`src/rtl/mon_capture_pkg.sv`:
```
package mon_capture_pkg;
  typedef enum logic [1:0] {
    CAP_ARMED  = 2'd0,
    CAP_POST   = 2'd1,
    CAP_FROZEN = 2'd2
  } cap_state_e;
endpackage

```
`src/rtl/mon_psc.sv`:
```
module mon_psc #(
  parameter int PSC_W = 16
) (
  input  logic             clk_i,
  input  logic             rst_ni,
  input  logic             clr_i,
  input  logic             tick_i,
  input  logic [PSC_W-1:0] load_i,
  output logic             hit_o
);
  logic [PSC_W-1:0] cnt_q;

  assign hit_o = (cnt_q == '0);

  always_ff @(posedge clk_i or negedge rst_ni) begin
    if (!rst_ni)     cnt_q <= '0;
    else if (clr_i)  cnt_q <= '0;
    else if (tick_i) cnt_q <= hit_o ? load_i : cnt_q - 1'b1;
  end
endmodule

```
`src/rtl/mon_slot_track.sv`:
```
module mon_slot_track #(
  parameter int SLOTS = 128,
  localparam int PTR_W = $clog2(SLOTS),
  localparam int CNT_W = $clog2(SLOTS + 1)
) (
  input  logic             clk_i,
  input  logic             rst_ni,
  input  logic             clr_i,
  input  logic             keep_i,
  input  logic             rel_i,
  output logic [PTR_W-1:0] ptr_o,
  output logic [CNT_W-1:0] stored_o,
  output logic             wrapped_o
);
  localparam logic [CNT_W-1:0] SLOTS_C = CNT_W'(SLOTS);
  localparam logic [PTR_W-1:0] LAST_C  = PTR_W'(SLOTS - 1);

  logic [PTR_W-1:0] ptr_q;
  logic [CNT_W-1:0] cnt_q, cnt_d;
  logic             wrap_q, dec, inc;

  // release only when a slot is occupied; ring overwrite keeps count at top
  assign dec = rel_i && (cnt_q != '0);
  assign inc = keep_i && ((cnt_q != SLOTS_C) || dec);

  always_comb begin
    cnt_d = cnt_q;
    if (inc && !dec)      cnt_d = cnt_q + 1'b1;
    else if (dec && !inc) cnt_d = cnt_q - 1'b1;
  end

  always_ff @(posedge clk_i or negedge rst_ni) begin
    if (!rst_ni) begin
      ptr_q  <= '0;
      cnt_q  <= '0;
      wrap_q <= 1'b0;
    end else if (clr_i) begin
      ptr_q  <= '0;
      cnt_q  <= '0;
      wrap_q <= 1'b0;
    end else begin
      cnt_q <= cnt_d;
      if (keep_i) ptr_q <= (ptr_q == LAST_C) ? '0 : ptr_q + 1'b1;
      if (cnt_d == SLOTS_C) wrap_q <= 1'b1;
    end
  end

  assign ptr_o     = ptr_q;
  assign stored_o  = cnt_q;
  assign wrapped_o = wrap_q;
endmodule

```
`src/rtl/mon_trig_seq.sv`:
```
module mon_trig_seq
  import mon_capture_pkg::*;
#(
  parameter int POST_EVENTS = 64,
  parameter int CNT_W       = 8
) (
  input  logic             clk_i,
  input  logic             rst_ni,
  input  logic             clr_i,
  input  logic             ev_i,
  input  logic             hit_i,
  output logic             frozen_o,
  output logic [CNT_W-1:0] post_o
);
  localparam logic [CNT_W-1:0] LAST_C = CNT_W'(POST_EVENTS - 1);

  cap_state_e       st_q;
  logic [CNT_W-1:0] post_q;

  always_ff @(posedge clk_i or negedge rst_ni) begin
    if (!rst_ni) begin
      st_q   <= CAP_ARMED;
      post_q <= '0;
    end else if (clr_i) begin
      st_q   <= CAP_ARMED;
      post_q <= '0;
    end else if (ev_i) begin
      unique case (st_q)
        CAP_ARMED: if (hit_i) st_q <= CAP_POST;
        CAP_POST: begin
          post_q <= post_q + 1'b1;
          if (post_q == LAST_C) st_q <= CAP_FROZEN;
        end
        default: ;
      endcase
    end
  end

  assign frozen_o = (st_q == CAP_FROZEN);
  assign post_o   = post_q;
endmodule

```
`src/rtl/mon_capture_ctrl.sv`:
```
module mon_capture_ctrl #(
  parameter int SLOTS       = 128,
  parameter int POST_EVENTS = 64,
  parameter int ERR_W       = 8,
  parameter int PSC_W       = 16,
  localparam int PTR_W = $clog2(SLOTS),
  localparam int CNT_W = $clog2(SLOTS + 1)
) (
  input  logic             clk_i,
  input  logic             rst_ni,
  input  logic             run_i,
  input  logic             evt_end_i,
  input  logic [ERR_W-1:0] evt_err_i,
  input  logic             cfg_we_i,
  input  logic [ERR_W-1:0] cfg_mask_i,
  input  logic [PSC_W-1:0] cfg_prescale_i,
  input  logic             pause_en_i,
  input  logic             rd_done_i,
  output logic [PTR_W-1:0] wr_ptr_o,
  output logic             full_o,
  output logic             pause_o,
  output logic [ERR_W-1:0] err_rec_o,
  output logic [CNT_W-1:0] post_cnt_o,
  output logic [CNT_W-1:0] stored_cnt_o,
  output logic             wrapped_o
);
  localparam logic [CNT_W-1:0] SLOTS_C = CNT_W'(SLOTS);

  logic [ERR_W-1:0] mask_q, rec_q;
  logic [PSC_W-1:0] psc_q;
  logic             trig_mode, evt_ok, slots_full, psc_tick, psc_hit;
  logic             keep, hit, frozen, rel;
  logic [CNT_W-1:0] stored;

  always_ff @(posedge clk_i or negedge rst_ni) begin
    if (!rst_ni) begin
      mask_q <= '0;
      psc_q  <= '0;
      rec_q  <= '0;
    end else if (cfg_we_i) begin
      mask_q <= cfg_mask_i;
      psc_q  <= cfg_prescale_i;
      rec_q  <= '0;
    end else if (keep) begin
      rec_q  <= rec_q | (evt_err_i & mask_q);
    end
  end

  assign trig_mode  = |mask_q;
  assign evt_ok     = evt_end_i && run_i && !cfg_we_i;
  assign slots_full = (stored == SLOTS_C);
  assign psc_tick   = evt_ok && !trig_mode && !slots_full;
  assign hit        = |(evt_err_i & mask_q);
  assign keep       = trig_mode ? (evt_ok && !frozen) : (psc_tick && psc_hit);
  assign rel        = rd_done_i && !cfg_we_i;

  mon_psc #(.PSC_W(PSC_W)) u_psc (
    .clk_i  (clk_i),
    .rst_ni (rst_ni),
    .clr_i  (cfg_we_i),
    .tick_i (psc_tick),
    .load_i (psc_q),
    .hit_o  (psc_hit)
  );

  mon_slot_track #(.SLOTS(SLOTS)) u_slots (
    .clk_i     (clk_i),
    .rst_ni    (rst_ni),
    .clr_i     (cfg_we_i),
    .keep_i    (keep),
    .rel_i     (rel),
    .ptr_o     (wr_ptr_o),
    .stored_o  (stored),
    .wrapped_o (wrapped_o)
  );

  mon_trig_seq #(.POST_EVENTS(POST_EVENTS), .CNT_W(CNT_W)) u_seq (
    .clk_i    (clk_i),
    .rst_ni   (rst_ni),
    .clr_i    (cfg_we_i),
    .ev_i     (keep && trig_mode),
    .hit_i    (hit),
    .frozen_o (frozen),
    .post_o   (post_cnt_o)
  );

  assign full_o       = trig_mode ? frozen : slots_full;
  assign pause_o      = pause_en_i && full_o;
  assign err_rec_o    = rec_q;
  assign stored_cnt_o = stored;
endmodule

```
`config.mk`:
```
export PLATFORM = sky130hd
export DESIGN_NAME = mon_capture_ctrl
export DESIGN_NICKNAME = d
export VERILOG_FILES = /design/src/rtl/mon_capture_pkg.sv /design/src/rtl/mon_psc.sv /design/src/rtl/mon_slot_track.sv /design/src/rtl/mon_trig_seq.sv /design/src/rtl/mon_capture_ctrl.sv
export SDC_FILE = /design/constraint.sdc
export NUM_CORES = 1
export LEC_CHECK = 0
export ABC_AREA = 1
export BUFFER_PORTS_ARGS = -buffer_cell sky130_fd_sc_hd__buf_2
export CAP_MARGIN = 15
export CORE_MARGIN = 3
export CORE_UTILIZATION = 50
export DETAILED_ROUTE_END_ITERATION = 6
export GPL_ROUTABILITY_DRIVEN = 0
export PLACE_DENSITY = 0.71
export SLEW_MARGIN = 5
export SYNTH_ARGS = -nofsm -noshare
export SYNTH_HDL_FRONTEND = slang
export SYNTH_HIERARCHICAL = 1
export SYNTH_SLANG_ARGS = --single-unit
```
`constraint.sdc`:
```
create_clock -name clk_i -period 2.9 [get_ports clk_i]
set_clock_uncertainty 0.05 [all_clocks]
set_input_delay 0.29 -clock clk_i [delete_from_list [all_inputs] [get_ports clk_i]]
set_output_delay 0.29 -clock clk_i [all_outputs]
set_load 0.005 [all_outputs]
```
**Word level (Yosys, flattened, before mapping)**

Cells that the tools add are included.

- Bits in registers: 74
- Bits of input ports: 39
- Output and inout port bits: 34
- Word-level logic and storage cells: 81

- Add/subtract/negate cells: 5
- Equality and inequality tests: 9
- Muxes and demuxes: 23
- Bitwise logic cells: 2
- Reduce and logical (&&, ||, !) cells: 33

Operators with widths:

| kind | number |
|---|---|
| 2-to-1 mux 8 bit | 8 |
| 2-to-1 mux 16 bit | 3 |
| 2-to-1 mux 7 bit | 3 |
| adder 8 x 1 -> 8 bit, second input constant | 2 |
| equality test 8 bit, second input constant | 2 |
| zero test 16 bit | 1 |
| OR reduction 8 bit | 2 |
| subtractor 16 x 1 -> 16 bit, second input constant | 1 |
| logical AND 1 bit | 13 |
| nonzero test 2 bit | 5 |
| AND 8 bit | 1 |
| equality test 8 x 6 -> 1 bit, second input constant | 1 |
| 2-to-1 mux 2 bit | 4 |
| inequality test 8 bit, second input constant | 1 |
| OR 8 bit | 1 |
| nonzero test 8 bit | 1 |
| subtractor 8 x 1 -> 8 bit, second input constant | 1 |
| adder 7 x 1 -> 7 bit, second input constant | 1 |
| equality test 7 bit, second input constant | 1 |
| zero test 1 bit | 6 |
| 2-to-1 mux 1 bit | 4 |
| case mux 2 bit (2 select lines) | 1 |
| AND reduction 4 bit | 1 |
| inequality test 3 x 2 -> 1 bit, second input constant | 1 |
| 7 further kinds | 7 |

**Longest topological paths before layout**

- Depth in word-level cells: 14
- Depth in mapped cells: 22
- Mapped depth without buffers: 22

**Cells and area by module**

Netlist, hierarchy kept.

By module, submodules not included:

| module | instances | cells each | area an instance (µm²) | sequential area each (µm²) |
|---|---|---|---|---|
| mon_capture_ctrl | 1 | 198 | 1545.2 | 800.8 |
| mon_psc | 1 | 230 | 1382.6 | 400.4 |
| mon_slot_track | 1 | 199 | 1303.8 | 400.4 |
| mon_trig_seq | 1 | 85 | 611.8 | 250.2 |

**Worst setup path before layout**

Ideal clock, no wire load.

- Path kind: reg2reg
- Start point: reg u_psc.cnt_q[0]
- End point: reg u_slots.wrap_q, in the netlist u_slots/wrapped_o
- Setup time: 0.132 ns
- Arrival: 2.311 ns
- Required time: 2.718 ns
- Path slack: 0.408 ns
- Cell stages (with the launch flop): 23
- Path buffers: 1
- Clock period less this slack: 2.492 ns
- Path through: dfrtp_1 -> inv_1 -> ha_1 -> inv_1 -> nor2_1 -> nand2_1 -> nor2_8 -> nand2_4 -> inv_2 -> nand4_4 -> nand2_1 -> inv_1 -> buf_2 -> nand3_4 -> nand2_1 -> nand3_1 -> nand2_2 -> nand2_1 -> inv_1 -> nand2_1 -> nor2_1 -> nor2_1 -> nor2_1

- Longest elaborated chain between the ends: 10
- Elaborated cells on any way between the ends: 11
- Those cells by class: 1 x eq/ne; 3 x mux; 7 x reduce/logical

RTL lines:

| what | RTL line | text |
|---|---|---|
| from (decl) | mon_psc.sv:11 | `logic [PSC_W-1:0] cnt_q;` |
| from (signal assigned) | mon_psc.sv:18 | `else if (tick_i) cnt_q <= hit_o ? load_i : cnt_q - 1'b1;` |
| zero test 16 bit * | mon_psc.sv:13 | `assign hit_o = (cnt_q == '0);` |
| named net psc_hit | mon_capture_ctrl.sv:31 | `logic trig_mode, evt_ok, slots_full, psc_tick, psc_hit;` |
| logical AND 1 bit * | mon_capture_ctrl.sv:54 | `assign keep = trig_mode ? (evt_ok && !frozen) : (psc_tick && psc_hit);` |
| 2-to-1 mux 1 bit * | mon_capture_ctrl.sv:54 |  |
| named net keep | mon_capture_ctrl.sv:32 | `logic keep, hit, frozen, rel;` |
| logical AND 1 bit * | mon_slot_track.sv:24 | `assign inc = keep_i && ((cnt_q != SLOTS_C) \|\| dec);` |
| zero test 1 bit | mon_slot_track.sv:29 | `else if (dec && !inc) cnt_d = cnt_q - 1'b1;` |
| logical AND 1 bit | mon_slot_track.sv:29 |  |
| 2-to-1 mux 8 bit | mon_slot_track.sv:29 |  |
| 2-to-1 mux 8 bit * | mon_slot_track.sv:28 | `if (inc && !dec) cnt_d = cnt_q + 1'b1;` |
| equality test 8 bit * | mon_slot_track.sv:44 | `if (cnt_d == SLOTS_C) wrap_q <= 1'b1;` |
| nonzero test 2 bit (no source line) * | -- |  |
| to (signal assigned) | mon_slot_track.sv:36 | `wrap_q <= 1'b0;` |
| to (signal assigned) | mon_slot_track.sv:40 | `wrap_q <= 1'b0;` |
| to (signal assigned) | mon_slot_track.sv:44 |  |
| to (decl) | mon_slot_track.sv:20 | `logic wrap_q, dec, inc;` |

The timed path passes the listed nets; every way through them passes the cells marked *.
A chain may end at the register's enable or synchronous reset.

**Worst setup path in the final report**

Same ends and word-level chain as after synthesis.

==> results.toml <==
[floorplan]
io_pins = 73
initial_core_util = 0.5192
rows = 35
floorplan.die.height_microns = 104.4
die-area_sq_um = 10900
design.core.area_sq_um = 9328
die_x_microns = 104.4

[logic_synthesis]
synth_enable_flop_cells = 0
yosysSeqAreaShare = 0.3823
synth_async_reset_ratio = 1.000
synthTopCellsByArea = "sky130_fd_sc_hd__dfrtp_1 38%, sky130_fd_sc_hd__nand2_1 22%, sky130_fd_sc_hd__inv_1 6.5%"
post_synth.cell_area_avg_sq_um = 6.803
number_of_warnings_issued_by_yosys = 6
synth_top_area_share = 0.3823
ys_seq_elements = 74
cell_area_after_technology_mapping_sq_um = 4843
synth_top_cells_by_count = "289 x sky130_fd_sc_hd__nand2_1, 84 x sky130_fd_sc_hd__inv_1, 74 x sky130_fd_sc_hd__dfrtp_1"
postSynth.topFlopCell = "sky130_fd_sc_hd__dfrtp_1"
synth.lib_cells_used.distinct = 36
mappedNetlistNets = 758
synthCells = 712
synth_largest_area_cell = "sky130_fd_sc_hd__dfrtp_1"
post-synth-top-count-cell = "sky130_fd_sc_hd__nand2_1"

[clocking]
cts-hold-fix-buffers = 0
clock_latency_reported_for_the_late_side_of_the_worst_skew_pair_ns = 0.35
cts-buffers-inserted = 9
tritoncts = "done"
h_tree_levels = 3
cts.root.buffer_cell = "sky130_fd_sc_hd__clkbuf_8"
clock_sink_count = 74
clkTransAtPathRegs_ns = 0.08
max-clock-path-buffers = 2

[worst_setup_path]
setup_crit_start_kind = "flop"
timing.critical_path.fanout_max = 13
worst_path_largest_cell_delay_ns = 0.41
path_buf_inv = 5
critical_path_arrival_ns = 2.88
timing.critical_path.required_ns = 3.13
rr_startpoint = "u_psc/cnt_q[0]"
critPathTopFamily = "simple AND/OR/NAND/NOR gates"
critPathSlowestCell = "sky130_fd_sc_hd__dfrtp_1"
worstPathCellList = "inv_2 > ha_1 > inv_1 > nor2_1 > nand2_2 > nor2_8 > nand2_8 > inv_4 > nand4_4 > nand2_2 > clkinvlp_4 > buf_4 > nand4_1 > nand2_1 > nand2_1 > nand2_1 > nor2_1 > nand2_1 > nor2_1 > nor2_1 > nor2_1"
cp-startpoint = "u_psc/cnt_q[0]"
worst-r2r-cell-count = 21
critPathCaptureType = "flop"
r2r_end = "u_slots/wrapped_o"
cpMostUsedCell = "sky130_fd_sc_hd__nor2_1"
timing.reg2reg.setup_slack_ns = 0.26
worst-setup-path-type = "flop to flop"

[route]
routed_wire_length_per_instance_microns = 12.64
detailedRoute.firstIterationViolations = 252
final_antenna_net_count = 0
drtPass1Iterations = 5
wl_microns = 11670
remaining_drc_errors = 0
route.vias.total = 4613
vias_per_cell = 4.998

[timing]
setup_viol_count_final = 0
final_min_period_over_clock_period = 0.9109
final-max-slew-violation-count = 0
worstMarginPinSlew_ns = 1.118
hold-worst-slack_ns = -0.006428
totalNegativeSetupSlack_ns = 0
max_slew_margin = 0.2536
finalHoldViolations = 1
fmax_mhz = 378.6
final_period_minus_worst_setup_slack_ns = 2.642

[grt]
grt_pass1_vias = 4450
grt_remaining_overflow = 0
global_route_wire_length_before_repair_microns = 20040
grt_max_degree = 75
grt_use_total = 0.2196
number_of_antenna_violations_at_the_first_check_in_global_routing = 0

[power]
leakage_nw = 3.171
powerDensity_nw_per_um2 = 701.4
finalPower_mw = 3.909
ir_worst_vdd_mv = 0.3113

[placed_design]
dp.cells = 904
hpwlAfterDp_microns = 8607
buffer_ports.inserted = 72
dpl_cell_area_sq_um = 5319

[layout]
antennaDiodeCount = 0
post-route-util = 0.5975
fin_nets = 835
stdcell_area_sq_um = 5573
area.growth.synth_to_final_pct = 15.06
finish.cell_count_without_fillers = 923
layout.filler_cells = 901
layout-drive-gt1-share = 0.1940

[run]
maxCapViolations = 0

[worst_hold_path]
hp-class = "input port to asynchronous set/reset pin"

[outcome]
failed_checks = "negative hold slack"
run_status = "finished, violations left"
==> cell families after synthesis <==
group / after synthesis / synth area share
DFF: 74 / 0.3823
buffers and inverters: 106 / 0.09171
adders and majority gates: 7 / 0.01808
xor gates and xnor gates: 6 / 0.01085
and+or+nand+nor: 479 / 0.4513
AOI/OAI and AO/OA: 40 / 0.04573
==> cell usage in the layout (no fill, tap or decap), types with 5 or more instances in the layout <==
cell,synthesis,routed
sky130_fd_sc_hd__o21ai_0,13,13
sky130_fd_sc_hd__nor2_1,63,63
sky130_fd_sc_hd__nand2_4,7,6
sky130_fd_sc_hd__dfrtp_1,74,74
sky130_fd_sc_hd__buf_2,6,71
sky130_fd_sc_hd__ha_1,7,7
sky130_fd_sc_hd__a21oi_1,18,18
sky130_fd_sc_hd__nor2_2,12,11
sky130_fd_sc_hd__nand2_1,289,287
sky130_fd_sc_hd__clkbuf_8,0,9
sky130_fd_sc_hd__nand3_1,55,55
sky130_fd_sc_hd__nand2_2,11,13
sky130_fd_sc_hd__nor2_4,6,7
sky130_fd_sc_hd__buf_4,1,11
sky130_fd_sc_hd__xor2_1,5,5
sky130_fd_sc_hd__nand4_1,20,20
sky130_fd_sc_hd__inv_1,84,82
==> state kept, by name, indices dropped and copies added, names as in the netlist <==
signal / flops
u_slots/ptr_o: 7
u_psc/cnt_q: 16
psc_q: 16
err_rec_o: 8
mask_q: 8
u_seq/post_o: 8
u_seq/st_q: 2
u_slots/stored_o: 8
u_slots/wrapped_o: 1
==> stage by stage <==
stage | setup slack, ns | hold slack, ns
floorplan | 0.4076 | -0.05559
global placement | 0.2047 | 0.4048
detailed placement | 0.07164 | 0.4031
CTS | 0.06252 | 0.05623
global route | -0.02607 | 0.07560
finish | 0.2584 | -0.006428
==> routing by layer <==
layer | vias to the layer above | GRT usage | routed length (microns)
li1 | 2364 | - | -
met1 | 2118 | 0.2875 | 5412
met2 | 109 | 0.3635 | 5566
met3 | 22 | 0.04221 | 466
met4 | 0 | 0.07597 | 223
met5 | - | 0 | 0
==> how the worst max path moves through the flow <==
| stage | to | slack [ns] | cells after the start |
|---|---|---|---|
| 2_1_floorplan | u_slots/wrapped_o | 0.41 | 22 |
| 3_3_place_gp | u_slots/wrapped_o | 0.20 | 22 |
| 3_5_place_dp | u_slots/wrapped_o | 0.07 | 22 |
| 4_1_cts | u_slots/wrapped_o | 0.06 | 22 |
| 5_1_grt | u_slots/wrapped_o | -0.03 | 21 |
| 6_report | u_slots/wrapped_o | 0.26 | 21 |
==> power by group <==
part	leakage [nW]	switching, mW	internal (mW)
clock network	0.0988	0.429	0.412
registers	0.969	0.189	1.17
logic	2.10	1.10	0.611
==> final cells by class <==
cell class	count	area (sq um)	area share
clock buffer	9	123.9	0.02223
clock inverter	7	82.58	0.01482
inverter	90	349.1	0.06264
multi-input combinational	532	2566	0.4605
sequential	74	1852	0.3323
tap	129	161.4	0.02896
timing repair buffer	82	437.9	0.07858
==> timing repair <==
item	in CTS	in global routing
endpoints found under the setup margin	0	1
setup buffers	0	3
hold endpoints to repair	0	0
resized for setup	0	7
No activity file was read; power rests on OpenSTA's default activity.
